<file path="config.mk">
export PLATFORM = sky130hd
export DESIGN_NAME = rgf_filter
export DESIGN_NICKNAME = d
export VERILOG_FILES = /design/src/rtl/rgf_pkg.sv /design/src/rtl/rgf_sync2.sv /design/src/rtl/rgf_hyst.sv /design/src/rtl/rgf_filter.sv
export SDC_FILE = /design/constraint.sdc
export NUM_CORES = 1
export LEC_CHECK = 0
export CORE_AREA = 2 2 39 41
export CTS_CLUSTER_SIZE = 28
export DETAILED_ROUTE_END_ITERATION = 10
export DIE_AREA = 0 0 41 43
export HOLD_SLACK_MARGIN = 0.08
export SLEW_MARGIN = 10
export SYNTH_ARGS = -nofsm -noshare
export SYNTH_HDL_FRONTEND = slang
export SYNTH_SLANG_ARGS = --single-unit
</file>
<file path="constraint.sdc">
create_clock -name clk_i -period 1.5 [get_ports clk_i]
set_clock_uncertainty 0.15 [all_clocks]
set_input_delay 0.3 -clock clk_i [delete_from_list [all_inputs] [get_ports clk_i]]
set_output_delay 0.3 -clock clk_i [all_outputs]
set_load 0.05 [all_outputs]
</file>
<file path="src/rtl/rgf_pkg.sv">
package rgf_pkg;

  // Bits needed to hold values 0..n
  function automatic int run_bits(input int n);
    return (n < 1) ? 1 : $clog2(n + 1);
  endfunction

  localparam int SYNC_STAGES = 2;

endpackage

</file>
<file path="src/rtl/rgf_sync2.sv">
// Two-stage synchronizer for a reset that is not timed to clk_i.
// Both stages are preset to the asserted level by power-on and by por_i.
module rgf_sync2 #(
  parameter int STAGES = rgf_pkg::SYNC_STAGES
) (
  input  logic clk_i,
  input  logic por_i,
  input  logic raw_i,
  output logic smp_o
);

  logic [STAGES-1:0] pipe_q = '1;

  always_ff @(posedge clk_i) begin
    if (por_i) begin
      pipe_q <= '1;
    end else begin
      pipe_q <= {pipe_q[STAGES-2:0], raw_i};
    end
  end

  assign smp_o = pipe_q[STAGES-1];

endmodule

</file>
<file path="src/rtl/rgf_hyst.sv">
// Hysteresis core: counts consecutive samples that disagree with the held level.
module rgf_hyst #(
  parameter int N  = 2,
  parameter int CW = rgf_pkg::run_bits(N)
) (
  input  logic          clk_i,
  input  logic          por_i,
  input  logic          smp_i,
  output logic          state_o,
  output logic [CW-1:0] cnt_o
);

  localparam logic [CW-1:0] LAST = CW'(N - 1);

  logic          state_q = 1'b1;
  logic [CW-1:0] cnt_q   = '0;
  logic          differ;
  logic          flip;

  assign differ = (smp_i != state_q);
  assign flip   = differ && (cnt_q == LAST);

  always_ff @(posedge clk_i) begin
    if (por_i) begin
      state_q <= 1'b1;
      cnt_q   <= '0;
    end else if (!differ) begin
      cnt_q   <= '0;
    end else if (flip) begin
      state_q <= ~state_q;
      cnt_q   <= '0;
    end else begin
      cnt_q   <= cnt_q + 1'b1;
    end
  end

  assign state_o = state_q;
  assign cnt_o   = cnt_q;

endmodule

</file>
<file path="src/rtl/rgf_filter.sv">
// Reset debounce filter with symmetric hysteresis.
module rgf_filter #(
  parameter int N        = 2,
  parameter bit ASYNC_IN = 1'b0
) (
  input  logic clk_i,
  input  logic por_i,
  input  logic rst_raw_i,
  output logic rst_o
);

  localparam int CW = rgf_pkg::run_bits(N);

  logic          smp;
  logic          state_q;
  logic [CW-1:0] cnt_q;

  generate
    if (ASYNC_IN) begin : g_sync
      rgf_sync2 #(.STAGES(rgf_pkg::SYNC_STAGES)) u_sync (
        .clk_i (clk_i),
        .por_i (por_i),
        .raw_i (rst_raw_i),
        .smp_o (smp)
      );
    end else begin : g_direct
      assign smp = rst_raw_i;
    end
  endgenerate

  rgf_hyst #(.N(N), .CW(CW)) u_hyst (
    .clk_i   (clk_i),
    .por_i   (por_i),
    .smp_i   (smp),
    .state_o (state_q),
    .cnt_o   (cnt_q)
  );

  assign rst_o = state_q | por_i;

endmodule

</file>
======== After elaboration in Yosys (flattened, before gate mapping) ========
Cells that the tools add are included.
cells by class
  add/sub/neg operators ................... 1
  $mul .................................... 0
  div/mod/pow operators ................... 0
  magnitude comparators ................... 0
  eq/ne operators ......................... 2
  shift operators ......................... 0
  mux-type cells .......................... 0
  bitwise logic cells ..................... 3
  reductions and logical operators ........ 3
operators by type and width
  cell                 count
  $reduce_or 3->1      1
  $add 2x1->2 const B  1
  $eq 2x1->1 const B   1
  $not 1->1            2
  $reduce_and 2->1     1
  $logic_and 1x1->1    1
  $ne 1x1->1           1
  $or 1x1->1           1
word-level totals
  register bits after elaboration ......... 3
  bits in latches ......................... 0
  RAM bits ................................ 0
  ROM bits ................................ 0
  input bits .............................. 3
  output and inout bits ................... 1
  logic and storage cells ................. 11
  memories kept ........................... 0

======== Longest topological paths before layout ========
Gate-level depths: netlist (run 1).
  depth after elaboration ................. 3
  depth in mapped cells ................... 4
  depth with buffers taken out ............ 4

======== By module ========
A second synthesis (run 1) with hierarchy kept.
second synthesis, totals
  cell total of the unflattened synthesis .. 11
  area, all modules ....................... 120.1 µm²
modules (own cells, without submodules)
  module      times used  cells each  area each (µm²)
  rgf_hyst    1           10          113.9
  rgf_filter  1           1           6.3

======== Worst setup path after synthesis (run 1) ========
OpenSTA, ideal clock, no wires.
  path kind ............................... register to output
  start point ............................. reg u_hyst.state_q (netlist: u_hyst.state_o)
  end point ............................... out rst_o
  arrival ................................. 0.719 ns
  setup slack ............................. 0.331 ns
  cell stages (with the launch flop) ...... 2
  buffers on the path ..................... 0
  cells stage by stage .................... dfxtp_1 -> or2_1
on the way
  cells in the longest elaborated chain, start to end .. 1
ends and longest elaborated chain
  item                    RTL line          text
  from (decl)             rgf_hyst.sv:15    logic state_q = 1'b1;
  from (signal assigned)  rgf_hyst.sv:30    state_q <= ~state_q;
  $or 1x1->1              rgf_filter.sv:39  assign rst_o = state_q | por_i;
  to (decl)               rgf_filter.sv:9   output logic rst_o
Every way passes these cells.

======== Final worst setup path (run 1) ========
  start point ............................. in por_i
  end point ............................... out rst_o
on the way
  cells in the longest elaborated chain, start to end .. 1
ends and longest elaborated chain
  item         RTL line          text
  from (decl)  rgf_filter.sv:7   input logic por_i,
  $or 1x1->1   rgf_filter.sv:39
Every way passes these cells.

==> results.yml, run 1 <==
die:
  core_area_sq_mm: 0.00138
  initial_utilization_pct: 8.59
  die_x_microns: 41
  boundaryPins: 4
  row_count: 14
  die_h_microns: 43
  die_area_sq_mm: 0.00176
grt:
  grt_pass1_vias: 107
  grt_pass1_wl_microns: 282
  grt_antenna_before_repair: 0
  grt.total_usage_pct: 2.91
  grt_overflow: 0
  grt_max_degree: 5
yosys:
  yosysMostFrequentCell: "dfxtp_1"
  ys_seq_area_share_pct: 50.5
  synth_area_leaders: "dfxtp_1, ha_1, nor4_1, a211o_1, xnor2_1"
  syn_area_sq_um: 119
  syn_area_per_cell_sq_um: 10.8
  yosys_warnings: 0
  synth-edff-count: 0
  synth.distinct_cells: 8
  yosysTopAreaCell: "dfxtp_1"
  ys_top_cells_by_count: "dfxtp_1, nor4_1"
  netlist_instances: 11
  yosys.area.top_type_share_pct: 50.5
  synth.net_count: 15
  synth_flop_cell: "dfxtp_1"
  async_reset_ff_share_pct: 0
  ys_seq_elements: 3
sta:
  final.setup.tns_ns: 0
  slew_headroom_pct: 86.1
  grt_setup_unrepaired: "no"
  fin_crit_ns: 1.40
  post-route-period-util_pct: 93.2
  tightest_slew_ns: 0.206
  max_freq_mhz: 716
  setup_violations: 0
  slew_violations: 0
  hold_viol: 0
final_layout:
  multi_input_area_sq_um: 55.1
  fin_nets: 24
  area_growth_syn_to_layout_pct: 77.9
  antenna_cells: 0
  final_layout_size_suffix_gt1_share_pct: 26.3
  post-route-util_pct: 15.3
  n_fill_cell: 154
  final-seq-area_sq_um: 60.1
clocking:
  numCtsBuffers: 3
  clk_path_buf_depth: 2
  postCtsSetupRepairBufs: 0
  clock_latency_ns: 0.22
  htreeDepth: 1
  cts_hold_buf: 0
  clk_pin_slew_ns: 0.03
  cts_tree: "built"
  cts.repair.resized: 1
  clock_sinks: 3
  root_buffer: "clkbuf_4"
detailed_routing:
  ant_nets: 0
  drc_errors: 0
  num_vias: 96
  drt_iter0_drc: 2
  firstDrtPassIters: 2
  avgRoutedWirePerCell_microns: 5.69
  routed_wl_microns: 199
  avgViaCountPerCell: 2.74
critical_path:
  startpoint_type: "primary input"
  crit_start: "por_i"
  cp.arrival_ns: 0.95
  worstSetupEndpointType: "output pin"
  path_class: "primary input to output pin"
  critPathCapture: "rst_o"
  rr_worst_depth: 3
  worst-r2r-setup-slack_ns: 0.40
  required_ns: 1.05
  path_max_fanout: 2
  reg2reg_from: "u_hyst.cnt_o[1]"
  reg2reg_to: "u_hyst.state_o"
power:
  swShare_pct: 22.7
  comb_power_share_pct: 17.9
  ir_drop_mv: 0.146
  seqPwrFrac_pct: 34.0
  power.density_mw_per_mm2: 1320
  p_sw_w: 0.0000634
  intPower_w: 0.000216
  p_leak_nw: 0.0809
  pwr-share-clk_pct: 48.1
placement:
  port-buffer-count: 3
  gp_congestion: 0.420
  dp.final_hpwl_microns: 158
worst_hold_path:
  hold_class: "flip-flop to flip-flop"
status:
  status: "finished clean"
flow_run:
  maxCapViolCount: 0
-- state kept, by name, indices dropped and copies added (netlist names) --
register,cells
u_hyst.cnt_o,2
u_hyst.state_o,1
-- worst max-delay path, stage by stage --
cell	delay, ns
dlygate4sd2_1	0.23
or2_1	0.26
buf_12	0.16
-- kinds of logic (layout without fill, tap and decap cells) --
group                      after synthesis  after routing  share of synthesized area [%]
and+or+nand+nor                          4              4                           21.1
DFF                                      3              3                           50.5
adders and majority gates                1              1                           10.5
AOI/OAI and AO/OA                        1              1                           7.37
xor gates and xnor gates                 1              1                           7.37
buffers and inverters                    1              9                           3.15
-- metal layers --
metal | vias to the layer above | wire length (microns) | global-route usage, %
met3 | 0 | 21 | 0
met4 | 0 | 0 | 8.00
met1 | 39 | 71 | 0.958
met2 | 3 | 106 | 4.38
li1 | 54 | - | -
met5 | - | 0 | 0
-- worst min path at each step --
stage / startpoint / end / slack [ns] / cells past startpoint
floorplan: por_i / u_hyst.cnt_o[1] / 0.23 / 1
global placement: u_hyst.cnt_o[0] / u_hyst.cnt_o[0] / 0.27 / 1
detailed placement: u_hyst.cnt_o[0] / u_hyst.cnt_o[0] / 0.27 / 1
CTS: u_hyst.cnt_o[0] / u_hyst.cnt_o[0] / 0.28 / 1
global route: u_hyst.cnt_o[0] / u_hyst.cnt_o[0] / 0.28 / 1
finish: u_hyst.cnt_o[0] / u_hyst.cnt_o[0] / 0.27 / 1
-- area by class of cell --
type	instances	area share (%)
sequential	3	28.4
clock buffer	4	12.4
timing repair buffer	4	21.9
inverter	1	1.78
multi-input combinational	7	26.0
tap	16	9.47
-- cells in the final DEF, fill, tap and decap left out --
master           count
a211o_1              1
buf_12               1
buf_4                1
clkbuf_1             1
clkbuf_4             3
clkdlybuf4s50_1      1
dfxtp_1              3
dlygate4sd2_1        1
ha_1                 1
inv_1                1
nor2b_1              1
nor4_1               2
or2_1                1
xnor2_1              1
-- stage by stage --
step | power [W] | setup WS (ns) | hold slack, ns | std cells | instance area, sq um
global placement | 0.000147 | -0.0585 | 0.271 | 31 | 186
floorplan | 0.000126 | 0.331 | 0.227 | 11 | 119
detailed placement | 0.000148 | -0.0618 | 0.268 | 31 | 186
finish | 0.000279 | 0.103 | 0.272 | 35 | 211
global route | 0.000300 | 0.0827 | 0.283 | 35 | 211
CTS | 0.000289 | 0.0950 | 0.276 | 35 | 211
-- power by group through the flow --
stage / clock (W) / combinational, W / sequential, W
6_report: 0.000135 / 0.0000500 / 0.0000949
5_1_grt: 0.000149 / 0.0000559 / 0.0000955
4_1_cts: 0.000144 / 0.0000509 / 0.0000950
3_5_place_dp: 0 / 0.0000516 / 0.0000961
3_3_place_gp: 0 / 0.0000508 / 0.0000959
2_1_floorplan: 0 / 0.0000305 / 0.0000951
Power figures use the tool's default switching activity.
==> run 2, diff against run 1 <==
--- a/config.mk
+++ b/config.mk
@@ -10,7 +10,7 @@
 export DETAILED_ROUTE_END_ITERATION = 10
 export DIE_AREA = 0 0 41 43
 export HOLD_SLACK_MARGIN = 0.08
-export SLEW_MARGIN = 10
+export SLEW_MARGIN = 20
 export SYNTH_ARGS = -nofsm -noshare
 export SYNTH_HDL_FRONTEND = slang
 export SYNTH_SLANG_ARGS = --single-unit
==> results of run 2 <==
The final DEF is identical to that of run 1; final timing and power are the same.
